**src/rtl/gpio_bank_pkg.sv**
```systemverilog
// Package: register indices shared by the bank and its checker.
// Assumes word-aligned byte addresses; index = address bits [5:2].
package gpio_bank_pkg;
    typedef enum logic [3:0] {
        IDX_MODE   = 4'd0,
        IDX_DIR    = 4'd1,
        IDX_OUT    = 4'd2,
        IDX_PIN    = 4'd3,
        IDX_POL    = 4'd4,
        IDX_EDGE   = 4'd5,
        IDX_BOTH   = 4'd6,
        IDX_PEND   = 4'd7,
        IDX_MASK   = 4'd8,
        IDX_UNMASK = 4'd9,
        IDX_SYNC   = 4'd10
    } reg_idx_e;
endpackage

```
**src/rtl/gpio_sync.sv**
```systemverilog
// gpio_sync: multi-stage synchroniser for asynchronous pad inputs.
// Assumes STAGES >= 1; all stages reset to 0.
module gpio_sync #(
    parameter int NPINS  = 32,
    parameter int STAGES = 2
) (
    input  logic             clk,
    input  logic             rst_n,
    input  logic [NPINS-1:0] pad_in,
    output logic [NPINS-1:0] smp
);
    logic [NPINS-1:0] chain [STAGES];

    for (genvar s = 0; s < STAGES; s++) begin : g_stage
        if (s == 0) begin : g_first
            // first stage samples the raw pads
            always_ff @(posedge clk) begin
                if (!rst_n) chain[0] <= '0;
                else        chain[0] <= pad_in;
            end
        end else begin : g_next
            // later stages shift the sample along
            always_ff @(posedge clk) begin
                if (!rst_n) chain[s] <= '0;
                else        chain[s] <= chain[s-1];
            end
        end
    end

    assign smp = chain[STAGES-1];
endmodule

```
**src/rtl/gpio_regfile.sv**
```systemverilog
// gpio_regfile: per-pin configuration, output latch and interrupt enables.
// Assumes one write per cycle decoded from a register index.
module gpio_regfile
    import gpio_bank_pkg::*;
#(
    parameter int NPINS = 32
) (
    input  logic             clk,
    input  logic             rst_n,
    input  logic             wr_en,
    input  reg_idx_e         idx,
    input  logic [NPINS-1:0] wdata,
    output logic [NPINS-1:0] isel,
    output logic [NPINS-1:0] dir,
    output logic [NPINS-1:0] outd,
    output logic [NPINS-1:0] pol,
    output logic [NPINS-1:0] edge_sel,
    output logic [NPINS-1:0] both,
    output logic [NPINS-1:0] en,
    output logic [NPINS-1:0] pend_clr
);
    // configuration and enable registers updated by bus writes
    always_ff @(posedge clk) begin
        if (!rst_n) begin
            isel     <= '0;
            dir      <= '0;
            outd     <= '0;
            pol      <= '0;
            edge_sel <= '0;
            both     <= '0;
            en       <= '0;
        end else if (wr_en) begin
            case (idx)
                IDX_MODE:   isel     <= wdata;
                IDX_DIR:    dir      <= wdata;
                IDX_OUT:    outd     <= wdata;
                IDX_POL:    pol      <= wdata;
                IDX_EDGE:   edge_sel <= wdata;
                IDX_BOTH:   both     <= wdata;
                IDX_MASK:   en       <= en & ~wdata;
                IDX_UNMASK: en       <= en | wdata;
                default:    ;
            endcase
        end
    end

    // clear strobe for the pending latches
    always_comb begin
        pend_clr = (wr_en && idx == IDX_PEND) ? wdata : '0;
    end
endmodule

```
**src/rtl/gpio_trigger.sv**
```systemverilog
// gpio_trigger: per-pin level/edge detection and pending latches.
// Assumes smp is already synchronised; edge = change between consecutive samples.
module gpio_trigger #(
    parameter int NPINS = 32
) (
    input  logic             clk,
    input  logic             rst_n,
    input  logic [NPINS-1:0] smp,
    input  logic [NPINS-1:0] isel,
    input  logic [NPINS-1:0] pol,
    input  logic [NPINS-1:0] edge_sel,
    input  logic [NPINS-1:0] both,
    input  logic [NPINS-1:0] pend_clr,
    output logic [NPINS-1:0] pend
);
    for (genvar i = 0; i < NPINS; i++) begin : g_pin
        logic prev_q;
        logic pend_q;
        logic rise;
        logic fall;
        logic hit;

        // previous sample for edge comparison
        always_ff @(posedge clk) begin
            if (!rst_n) prev_q <= 1'b0;
            else        prev_q <= smp[i];
        end

        // edge event selection from polarity and both-edges bits
        always_comb begin
            rise = smp[i] & ~prev_q;
            fall = ~smp[i] & prev_q;
            if (both[i])     hit = rise | fall;
            else if (pol[i]) hit = fall;
            else             hit = rise;
        end

        // pending latch: level follows, edge sticks, new edge beats clear
        always_ff @(posedge clk) begin
            if (!rst_n)            pend_q <= 1'b0;
            else if (!isel[i])     pend_q <= 1'b0;
            else if (!edge_sel[i]) pend_q <= smp[i] ^ pol[i];
            else                   pend_q <= (pend_q & ~pend_clr[i]) | hit;
        end

        assign pend[i] = pend_q;
    end
endmodule

```
**src/rtl/gpio_irq_bank.sv**
```systemverilog
// gpio_irq_bank: 32-pin GPIO bank with interrupt sensing and combined irq.
// Assumes NPINS <= DATA_W and ADDR_W >= 6; reads are combinational.
module gpio_irq_bank
    import gpio_bank_pkg::*;
#(
    parameter int NPINS  = 32,
    parameter int DATA_W = 32,
    parameter int ADDR_W = 6
) (
    input  logic              clk,
    input  logic              rst_n,
    input  logic              bus_sel,
    input  logic              bus_enable,
    input  logic              bus_write,
    input  logic [ADDR_W-1:0] bus_addr,
    input  logic [DATA_W-1:0] bus_wdata,
    output logic [DATA_W-1:0] bus_rdata,
    input  logic [NPINS-1:0]  pad_in,
    output logic [NPINS-1:0]  pad_out,
    output logic [NPINS-1:0]  pad_oe,
    output logic              irq_out
);
    logic             wr_en;
    reg_idx_e         reg_idx;
    logic [NPINS-1:0] wdata_p;
    logic [NPINS-1:0] isel, dir, outd, pol, edge_sel, both, en, pend_clr;
    logic [NPINS-1:0] smp, pend, pin_val;
    logic [NPINS-1:0] rd_val;
    logic [1:0]       unused_addr_lsb;

    // bus decode
    always_comb begin
        wr_en   = bus_sel & bus_enable & bus_write;
        reg_idx = reg_idx_e'(bus_addr[5:2]);
        wdata_p = bus_wdata[NPINS-1:0];
    end
    assign unused_addr_lsb = bus_addr[1:0];

    gpio_regfile #(.NPINS(NPINS)) u_regs (
        .clk(clk), .rst_n(rst_n), .wr_en(wr_en), .idx(reg_idx), .wdata(wdata_p),
        .isel(isel), .dir(dir), .outd(outd), .pol(pol), .edge_sel(edge_sel),
        .both(both), .en(en), .pend_clr(pend_clr)
    );

    gpio_sync #(.NPINS(NPINS), .STAGES(2)) u_sync (
        .clk(clk), .rst_n(rst_n), .pad_in(pad_in), .smp(smp)
    );

    gpio_trigger #(.NPINS(NPINS)) u_trig (
        .clk(clk), .rst_n(rst_n), .smp(smp), .isel(isel), .pol(pol),
        .edge_sel(edge_sel), .both(both), .pend_clr(pend_clr), .pend(pend)
    );

    // pad drive and pin data view
    always_comb begin
        pad_oe  = ~isel & dir;
        pad_out = outd;
        pin_val = (pad_oe & outd) | (~pad_oe & smp);
        irq_out = |(pend & en);
    end

    // read mux
    always_comb begin
        case (reg_idx)
            IDX_MODE: rd_val = isel;
            IDX_DIR:  rd_val = dir;
            IDX_OUT:  rd_val = outd;
            IDX_PIN:  rd_val = pin_val;
            IDX_POL:  rd_val = pol;
            IDX_EDGE: rd_val = edge_sel;
            IDX_BOTH: rd_val = both;
            IDX_PEND: rd_val = pend;
            IDX_MASK: rd_val = en;
            IDX_SYNC: rd_val = smp;
            default:  rd_val = '0;
        endcase
        bus_rdata = bus_sel ? DATA_W'(rd_val) : '0;
    end
endmodule

```
**config.mk**
```make
export PLATFORM = sky130hd
export DESIGN_NAME = gpio_irq_bank
export DESIGN_NICKNAME = d
export VERILOG_FILES = /design/src/rtl/gpio_bank_pkg.sv /design/src/rtl/gpio_sync.sv /design/src/rtl/gpio_regfile.sv /design/src/rtl/gpio_trigger.sv /design/src/rtl/gpio_irq_bank.sv
export SDC_FILE = /design/constraint.sdc
export NUM_CORES = 1
export LEC_CHECK = 0
export BUFFER_PORTS_ARGS = -buffer_cell sky130_fd_sc_hd__buf_2
export CELL_PAD_IN_SITES_DETAIL_PLACEMENT = 1
export CELL_PAD_IN_SITES_GLOBAL_PLACEMENT = 1
export CORE_ASPECT_RATIO = 0.75
export CORE_MARGIN = 2
export CORE_UTILIZATION = 34
export CTS_CLUSTER_SIZE = 28
export DETAILED_ROUTE_END_ITERATION = 16
export PLACE_DENSITY = 0.63
export SLEW_MARGIN = 40
export SYNTH_ARGS = -nofsm -noshare
export SYNTH_HDL_FRONTEND = slang
export SYNTH_HIERARCHICAL = 1
export SYNTH_SLANG_ARGS = --single-unit
```
**constraint.sdc**
```tcl
create_clock -name clk -period 1.9 [get_ports clk]
set_input_delay 0.19 -clock clk [delete_from_list [all_inputs] [get_ports clk]]
set_output_delay 0.19 -clock clk [all_outputs]
set_load 0.01 [all_outputs]
```
==> results of run 1 <==
per-layer routing:
layer | share of wire | wire, um | vias to the layer above
met5 | 0 | 0 | -
met3 | 0.056 | 4037 | 148
met4 | 0.032 | 2338 | 0
met2 | 0.45 | 32450 | 498
met1 | 0.46 | 33400 | 8119
li1 | - | - | 7318
what timing repair did:
action                                  in CTS  in global routing
pin swaps                                   61                 39
endpoints found under the hold margin       70                  0
endpoints found under the setup margin      33                 33
gates resized for setup                    254                 71
cloned                                       2                  5
setup buffers                               43                 25
hold buffers                                65                  0
worst reg2reg max path, stage by stage (launching register included):
cell       delay [ns]
dfxtp_1          0.47
inv_1            0.10
ha_1             0.29
or2b_1           0.22
o2111ai_1        0.10
o2111a_1         0.20
final cells by class:
cell class	instances	share of cell area
timing repair buffer	470	0.1642
sequential	352	0.2962
inverter	66	0.01013
clock inverter	12	0.007165
multi-input combinational	1275	0.4341
clock buffer	62	0.05174
tap	712	0.03644
cell usage in the layout, fill, tap and decap left out, drive strengths merged, types with 51 or more instances in the layout:
cell	count
a22oi	71
dfxtp	352
mux2i	246
a22o	51
and2	130
ha	64
clkbuf	66
inv	68
dlygate4sd3	65
buf	400
nand2b	59
nand2	252
through the flow:
stage / utilization / std cells / setup WS (ns) / cell area [sq um] / hold slack, ns
floorplan: - / 1852 / 0.2458 / 18200 / 0.2831
global placement: 0.3890 / 2739 / -0.2028 / 20610 / 0.4105
detailed placement: 0.3890 / 2739 / -0.2419 / 20610 / 0.4140
CTS: 0.4500 / 2919 / -0.3832 / 23840 / 0.3401
global route: 0.4615 / 2949 / -0.3875 / 24450 / 0.3784
finish: 0.4615 / 2949 / -0.3688 / 24450 / 0.3697
worst min path at each step:
stage	cells past startpoint	slack, ns	to	startpoint
2_1_floorplan	1	0.28	flip-flop	bus_wdata[1]
3_3_place_gp	2	0.41	u_sync/chain[0][4]	pad_in[4]
3_5_place_dp	2	0.41	u_sync/chain[0][12]	pad_in[12]
4_1_cts	3	0.34	u_sync/chain[0][3]	pad_in[3]
5_1_grt	3	0.38	u_sync/chain[0][12]	pad_in[12]
6_report	3	0.37	u_sync/chain[0][5]	pad_in[5]
kinds of logic (layout without fill, tap and decap cells):
kind of cell | count (synthesis) | count (layout)
muxes | 269 | 269
adders and majority gates | 64 | 64
and+or+nand+nor | 544 | 544
DFF | 352 | 352
buffers and inverters | 225 | 610
xor gates and xnor gates | 32 | 32
AOI/OAI and AO/OA | 366 | 366
registers in the layout (all words and copies together) (netlist names), named ones only:
name                 count
u_regs/isel             32
u_regs/dir              32
u_trig/g_pin.pend_q     32
u_sync/chain            64
u_regs/outd             32
u_trig/g_pin.prev_q     32
u_regs/edge_sel         32
u_regs/both             32
u_regs/pol              32
power by group:
group	leakage [nW]	switching, mW	internal, mW
logic	6.37	0.901	0.714
registers	2.91	0.104	7.46
clock network	0.704	3.35	5.14
==> summary.txt, run 1 <==
Critical path
  • Critical Path Stages: 5
  • Startpoint Class: flip-flop
  • Flop2flop setup slack: between 0.4 and 0.5 ns
  • Crit-path max cell delay: 0.59 ns
  • CP Cell Sequence: a22oi_2 -> buf_4 -> nand4_1 -> or4_4 -> buf_6
  • Crit Path Class: reg2out
  • Crit path max-delay cell type: or4_4
  • Worst EP arrival: about 2.1 ns
  • Critical path endpoint: irq_out
  • Worst Path Required: 1.71 ns
  • Crit path capture type: primary output
  • Reg-to-Reg Start: u_sync/chain[1][7]
  • Worst reg2reg path endpoint: u_trig/g_pin[7].pend_q
  • Delay-heaviest family, CP: simple AND/OR/NAND/NOR gates
  • Critical-path maximum fanout: 3
  • FF-to-FF path depth: 5
  • CP bufs+invs: 2

Run status
  • Failing checks: setup timing
  • Status: finished, violations left

Synth
  • Largest family of logic cells by synthesized area: compound AO/OA/AOI/OAI gates
  • Synth area leaders: dfxtp_1, mux2i_1, nand2_1
  • Synth cell count leaders: dfxtp_1, nand2_1, mux2i_1
  • Synth warn: 6
  • Top_reg_cell synth: dfxtp_1
  • Most frequent cell after synthesis: dfxtp_1
  • Post-Synth Adder-Cell Area: 0.04400
  • Post-synth ARST share: 0
  • Net count after synthesis: ~2000
  • #FFs+latches synth: between 300 and 400
  • Number of flops mapped to enable cells by yosys: 0
  • Mapped Cells: 1852
  • Library cells used by synthesis: 60
  • Complex-gate fraction of the synthesized area: 0.1703
  • Simple-gate share of the synthesized area: 0.1622
  • Avg Inst Size Synth: 9.828 sq um
  • Multiplexer area fraction after synthesis: 0.1495
  • Post-synthesis xor/xnor area fraction: 0.01540
  • Top cell type by total area after synthesis: dfxtp_1
  • Post-synthesis sequential area ratio: 0.3872
  • Synth top area share: 0.3872
  • Mapped cell area: around 18000 sq um

Finish
  • Layout cell share with drive strength beyond 1: 0.3742
  • Reg area: 7242 sq um
  • Area grow syn2layout: 34.32%
  • Area of the multi-input gates: 10610 sq um
  • Final nets: 2344
  • Fill count: 5853
  • Antenna diodes: 0

Routing
  • Final wirelength: a little over 70000 um
  • Avg WL per Cell: 24.49 um
  • Number of remaining DRC errors: 0
  • Post-route ant nets: 0
  • Vias: approximately 16000
  • 1st-iter DRT viols: approximately 1000
  • First drt pass iteration count: 5
  • Vias/cell: 5.454

Placed design
  • Port bufs: 169
  • Post-DP HPWL: ~49000 um
  • GP Congestion: roughly 0.86

Global route
  • Grt met3 use: 0.04711
  • Number of global-route vias before repair: 16880
  • Met1 usage: 0.3366
  • Largest net degree at the start of global routing: 51
  • Layer with the highest usage: met2
  • Gr usage total: 0.2506
  • Initial antenna violation count: 0
  • Met2 GRT Util: 0.3992
  • GRT Residual Overflow: 0
  • First-pass GRT wire length: around 110000 um

STA
  • Final Hold Vio Count: 0
  • Final setup violation count: 24
  • Actual slew at the worst max-slew pin: just over 0.5 ns
  • PnR worst setup slack: -0.3688 ns
  • RSZ-0062 raised after global routing: yes
  • Worst Skew: about 0.017 ns
  • Sum Neg Setup Slack: -3.601 ns
  • Fin crit share: 1.194
  • F_max: between 0.4 and 0.5 GHz
  • Slew headroom: 0.6595
  • Final Critical Period: between 2 and 2.5 ns
  • Slew Limit Fails: 0

Clock tree
  • CTS root buffer: clkbuf_16
  • Max Buffers Root-to-Sink: 3
  • TritonCTS clock tree: done
  • CTS buffer count: 40
  • Sink Count: between 300 and 400
  • Clk pin slew, worst setup/hold paths: about 0.06 ns
  • H-tree depth: 2
  • Worst-Skew Late Latency: 0.57 ns

Die
  • Die X: roughly 270 um
  • Core Region: 52980 sq um
  • Die span in y: between 200 and 250 um
  • Std cell rows: 73
  • Initial Util: 0.3436
  • DIE AREA: 55420 sq um
  • I/O Pins: 172

Power
  • Total chip power: about 18 mW
  • Peak VDD IR: 0.4884 mV
  • PD cells: around 720 nW/um^2
  • Leakage: around 10 nW

Min path
  • HP Class: in2reg

Flow run
  • Max-cap violation count: 0
(Power assumes the default switching activity.)
==> inputs of run 2 (changes only) <==
--- a/config.mk
+++ b/config.mk
@@ -5,7 +5,6 @@
 export SDC_FILE = /design/constraint.sdc
 export NUM_CORES = 1
 export LEC_CHECK = 0
-export BUFFER_PORTS_ARGS = -buffer_cell sky130_fd_sc_hd__buf_2
 export CELL_PAD_IN_SITES_DETAIL_PLACEMENT = 1
 export CELL_PAD_IN_SITES_GLOBAL_PLACEMENT = 1
 export CORE_ASPECT_RATIO = 0.75
@@ -13,7 +12,8 @@
 export CORE_UTILIZATION = 34
 export CTS_CLUSTER_SIZE = 28
 export DETAILED_ROUTE_END_ITERATION = 16
-export PLACE_DENSITY = 0.63
+export DONT_BUFFER_PORTS = 1
+export PLACE_DENSITY = 0.59
 export SLEW_MARGIN = 40
 export SYNTH_ARGS = -nofsm -noshare
 export SYNTH_HDL_FRONTEND = slang
==> summary.txt, run 2 (same netlist as run 1, synthesis figures left out) <==
Run status
  • Status: finished, violations left
  • Failing checks: setup timing

Placed design
  • Dpl ws: between 0.05 and 0.06 ns
  • GP Congestion: 0.8261
  • Port bufs: 0
  • Placement Cell Area: between 15000 and 20000 sq um
  • Post-DP HPWL: approximately 43000 um

Routing
  • First drt pass iteration count: 6
  • Post-route ant nets: 0
  • Vias: about 16000
  • Final wirelength: 76480 um
  • Number of remaining DRC errors: 0
  • Avg WL per Cell: approximately 25 um
  • 1st-iter DRT viols: 1121
  • Vias/cell: ~5.5

Critical path
  • Crit Path Class: reg2out
  • Startpoint Class: flip-flop
  • Critical-path maximum fanout: 2
  • Crit path capture type: primary output
  • Worst EP arrival: between 1.5 and 2 ns
  • Flop2flop setup slack: 0.02 ns
  • Worst Path Required: between 1.5 and 2 ns

Clock tree
  • TritonCTS clock tree: done
  • Clk pin slew, worst setup/hold paths: ~0.06 ns
  • H-tree depth: 2
  • Max Buffers Root-to-Sink: 3
  • Worst-Skew Late Latency: between 0.5 and 0.6 ns
  • Sink Count: about 350
  • CTS root buffer: clkbuf_16
  • CTS buffer count: between 40 and 50

Power
  • Leakage: about 10 nW
  • Peak VDD IR: 0.5689 mV
  • Total chip power: between 15 and 20 mW
  • PD cells: roughly 670 nW/um^2

STA
  • F_max: 0.4582 GHz
  • PnR worst setup slack: -0.2822 ns
  • Actual slew at the worst max-slew pin: roughly 0.84 ns
  • Final Hold Vio Count: 0
  • RSZ-0062 raised after global routing: yes
  • Slew headroom: 0.4393
  • Final Critical Period: approximately 2.2 ns
  • Fin crit share: 1.149
  • Worst Skew: between 0.015 and 0.02 ns
  • Sum Neg Setup Slack: -2.932 ns
  • WHS: between 0.04 and 0.05 ns
  • Final setup violation count: 29
  • Slew Limit Fails: 0

Flow run
  • Max-cap violation count: 0

Global route
  • Gr usage total: 0.2681
  • First-pass GRT wire length: between 100000 and 150000 um
  • Number of global-route vias before repair: between 15000 and 20000
  • GRT Residual Overflow: 0
  • Initial antenna violation count: 6
  • Largest net degree at the start of global routing: around 240

Die
  • Core Region: around 53000 sq um
  • DIE AREA: around 55000 sq um
  • Die X: between 200 and 300 um
  • I/O Pins: approximately 170
  • Die span in y: just over 200 um
  • Std cell rows: 73
  • Initial Util: 0.3436

Min path
  • HP Class: in2reg

Finish
  • Commonest non-fill, non-tap cell in the layout: dlygate4sd3_1
  • Most frequent cells in the layout: dlygate4sd3_1, mux2i_1, nand2_1
  • Design area: ~26000 sq um
  • Area grow syn2layout: 40.21%
  • Layout cell share with drive strength beyond 1: 0.2674
  • Reg with most FFs: u_sync/chain
  • Max FFs per register: 64
  • Final nets: ~2400
[run 2: cell types whose count changed in the layout (fill, tap and decap cells not counted), sizes merged, moves of 2 or more]
cell         before  now
bufinv            4    2
clkbuf           66   64
dlygate4sd3      65  341
diode             0    3
buf             400  186
inv              68   66
clkinv            3    8
[run 2: timing repair]
item,4_1_cts,5_1_grt
hold buffers,348,1
setup buffers,35,16
setup endpoints to repair,33,58
gates resized for setup,157,137
hold endpoints to repair,352,2
pin swaps,27,47
[run 2: worst paths after layout]
| kind | end | start | depth (start not counted) |
|---|---|---|---|
| worst min-delay path | u_regs/both[11] | bus_addr[2] | 3 |
| worst max-delay path | bus_rdata[7] | u_regs/dir[7] | 5 |
| worst max register to register | u_regs/isel[7] | u_regs/isel[7] | 5 |
| worst min register to register | u_sync/chain[1][29] | u_sync/chain[0][29] | 1 |
[run 2: critical path: stages (launching register included)]
cell     delay [ns]
dfxtp_2        0.34
nor2b_4        0.16
mux2_4         0.31
a22oi_2        0.23
a41oi_4        0.20
buf_6          0.18
[run 2: where the power goes]
| group | switching, mW | internal [mW] |
|---|---|---|
| Clock | 3.41 | 4.94 |
| Sequential | 0.104 | 7.46 |
| Combinational | 0.672 | 0.559 |
| Total | 4.19 | 13.0 |
[run 2: layout make-up]
type                       instances  area [sq um]
antenna                            3         7.507
clock buffer                      64          1287
clock inverter                    12         118.9
fill                            5771         27460
inverter                          66         247.7
multi-input combinational       1275         10510
sequential                       352          7259
tap                              712         890.9
timing repair buffer             527          5197
[run 2: per-layer routing]
layer,wire (um),global-route usage,vias to the layer above
li1,-,-,7418
met1,32990,0.3421,8304
met2,35560,0.4333,548
met4,2693,0.1148,2
met5,11,0,-
met3,5225,0.06320,173
[run 2: stage by stage]
stage	instances	util
floorplan	1852	-
global placement	2540	0.3668
detailed placement	2540	0.3669
CTS	2997	0.4730
global route	3011	0.4817
finish	3011	0.4817
==> inputs of run 3 (changes only) <==
--- a/config.mk
+++ b/config.mk
@@ -10,6 +10,7 @@
 export CORE_ASPECT_RATIO = 0.75
 export CORE_MARGIN = 2
 export CORE_UTILIZATION = 34
+export CTS_BUF_LIST = sky130_fd_sc_hd__clkbuf_8
 export CTS_CLUSTER_SIZE = 28
 export DETAILED_ROUTE_END_ITERATION = 16
 export DONT_BUFFER_PORTS = 1
==> constraint.sdc (replaced) <==
create_clock -name clk -period 1.9 [get_ports clk]
set_input_delay 0 -clock clk [delete_from_list [all_inputs] [get_ports clk]]
set_output_delay 0 -clock clk [all_outputs]
set_load 0.01 [all_outputs]
==> summary.txt, run 3 (same netlist as run 1, synthesis figures left out) <==
Critical path
  • Crit path max-delay cell type: dfxtp_2
  • Worst setup path start: u_regs/dir[7]
  • Crit Path Class: reg2out
  • Worst EP arrival: 2.09 ns
  • CP bufs+invs: 2
  • Crit path capture type: primary output
  • Worst Path Required: ~1.9 ns
  • Critical-path maximum fanout: 2
  • FF-to-FF path depth: 4
  • Startpoint Class: flip-flop
  • Worst reg2reg path endpoint: u_regs/isel[14]
  • CP Cell Sequence: nor2b_4 -> mux2_4 -> a22oi_2 -> a41oi_2 -> buf_6 -> buf_6
  • Flop2flop setup slack: -0.01 ns
  • Reg-to-Reg Start: u_regs/isel[14]
  • Delay-heaviest family, CP: flip-flops
  • Crit-path max cell delay: roughly 0.34 ns
  • Most used cell along the critical path: buf_6

Routing
  • Post-route ant nets: 0
  • Avg WL per Cell: 25.04 um
  • 1st-iter DRT viols: around 1100
  • Number of remaining DRC errors: 0
  • Final wirelength: 79290 um
  • First drt pass iteration count: 5
  • Vias: between 15000 and 20000
  • Vias/cell: between 5 and 6

Power
  • Leakage: ~11 nW
  • Peak VDD IR: 0.6636 mV
  • Total chip power: roughly 16 mW
  • PD cells: a little over 600 nW/um^2

STA
  • Fin crit share: 1.098
  • PnR worst setup slack: -0.1856 ns
  • WHS: 0.07248 ns
  • Actual slew at the worst max-slew pin: between 0.8 and 0.9 ns
  • Slew Limit Fails: 0
  • Worst Skew: roughly 0.033 ns
  • RSZ-0062 raised after global routing: yes
  • Slew headroom: 0.4088
  • Final setup violation count: 19
  • Final Critical Period: roughly 2.1 ns
  • Final Hold Vio Count: 0
  • F_max: approximately 0.48 GHz

Min path
  • Hold path startpoint: bus_addr[5]
  • Hold-critical path depth: 5
  • HP Class: in2reg
  • Hold path endpoint: u_regs/pol[29]

Finish
  • Reg with most FFs: u_sync/chain
  • Layout cell share with drive strength beyond 1: 0.2559
  • Area grow syn2layout: 45.67%
  • Max FFs per register: 64
  • Design area: 26510 sq um
  • Most frequent cells in the layout: dlygate4sd3_1, nand2_1, mux2i_1
  • Fill count: between 5000 and 6000
  • Final nets: 2540
  • Commonest non-fill, non-tap cell in the layout: dlygate4sd3_1

Global route
  • Number of global-route vias before repair: 18620
  • Initial antenna violation count: 7
  • First-pass GRT wire length: approximately 120000 um
  • GRT Residual Overflow: 0
  • Largest net degree at the start of global routing: between 200 and 250
  • Gr usage total: 0.2748

Die
  • Initial Util: 0.3436
  • Die span in y: 204.4 um
  • DIE AREA: around 55000 sq um
  • Std cell rows: 73
  • Die X: between 200 and 300 um
  • I/O Pins: 172
  • Core Region: around 53000 sq um

Clock tree
  • Sink Count: 352
  • Clk pin slew, worst setup/hold paths: 0.07 ns
  • CTS buffer count: 61
  • Worst-Skew Late Latency: between 0.6 and 0.7 ns
  • TritonCTS clock tree: done
  • H-tree depth: 2
  • Max Buffers Root-to-Sink: 3
  • CTS root buffer: clkbuf_8

Placed design
  • GP Congestion: 0.8110
  • Dpl ws: 0.2888 ns
  • Port bufs: 0
  • Post-DP HPWL: around 42000 um
  • Placement Cell Area: between 15000 and 20000 sq um

Run status
  • Status: finished, violations left
  • Failing checks: setup timing

Flow run
  • Max-cap violation count: 0
==> run 3: cell count changes in the layout (fill, tap and decap cells not counted), sizes merged, moves of 2 or more <==
cell          change
inv              +21
dlygate4sd3     +133
clkinv            -4
buf              -18
clkbuf           +21
dlymetal6s4s      +2
==> run 3: cell type report <==
type	instances	area, sq um	area share
antenna	4	10.01	0.0003775
sequential	352	7254	0.2736
tap	712	890.9	0.03360
clock buffer	84	1156	0.04360
clock inverter	28	166.4	0.006276
multi-input combinational	1275	10530	0.3972
inverter	66	247.7	0.009344
timing repair buffer	645	6256	0.2359
==> run 3: worst max-delay path by stage <==
stage | depth (start not counted) | end | slack (ns)
final | 6 | bus_rdata[7] | -0.19
after global routing | 6 | bus_rdata[7] | -0.25
after CTS | 6 | bus_rdata[7] | -0.20
after detailed placement | 5 | bus_rdata[30] | 0.29
after global placement | 5 | bus_rdata[30] | 0.30
after floorplan | 4 | bus_rdata[30] | 0.44
==> run 3: worst register-to-register path: cells and delay by family (launching register included) <==
kind	cells	cell delay [ns]
muxes	1	0.21
buffers and inverters	2	1.20
and+or+nand+nor	1	0.06
DFF	1	0.38
==> run 3: per-layer routing <==
metal / wire length [um] / global-route usage / vias up
met4: 2405 / 0.09615 / 4
met2: 37120 / 0.4566 / 525
met5: 26 / 0 / -
li1: - / - / 7697
met3: 5500 / 0.05992 / 162
met1: 34230 / 0.3520 / 8848
==> run 3: report_power, final <==
group	leakage [nW]	internal (mW)	switching (mW)
clock network	0.760	4.17	3.48
logic	7.07	0.551	0.696
registers	2.92	7.47	0.107
==> run 3: stage by stage <==
step           instances  setup TNS, ns    util
2_1_floorplan       1852              0       -
3_3_place_gp        2528              0  0.3620
3_5_place_dp        2528              0  0.3620
4_1_cts             3145         -3.146  0.4931
5_1_grt             3165         -3.021  0.5004
6_report            3166         -1.693  0.5005
==> run 3: timing repair <==
| action | in CTS | in global routing |
|---|---|---|
| setup buffers | 27 | 18 |
| gates resized for setup | 190 | 108 |
| cloned | 0 | 2 |
| setup endpoints to repair | 33 | 77 |
| endpoints found under the hold margin | 352 | 2 |
| hold buffers | 479 | 2 |
| pin swaps | 46 | 33 |
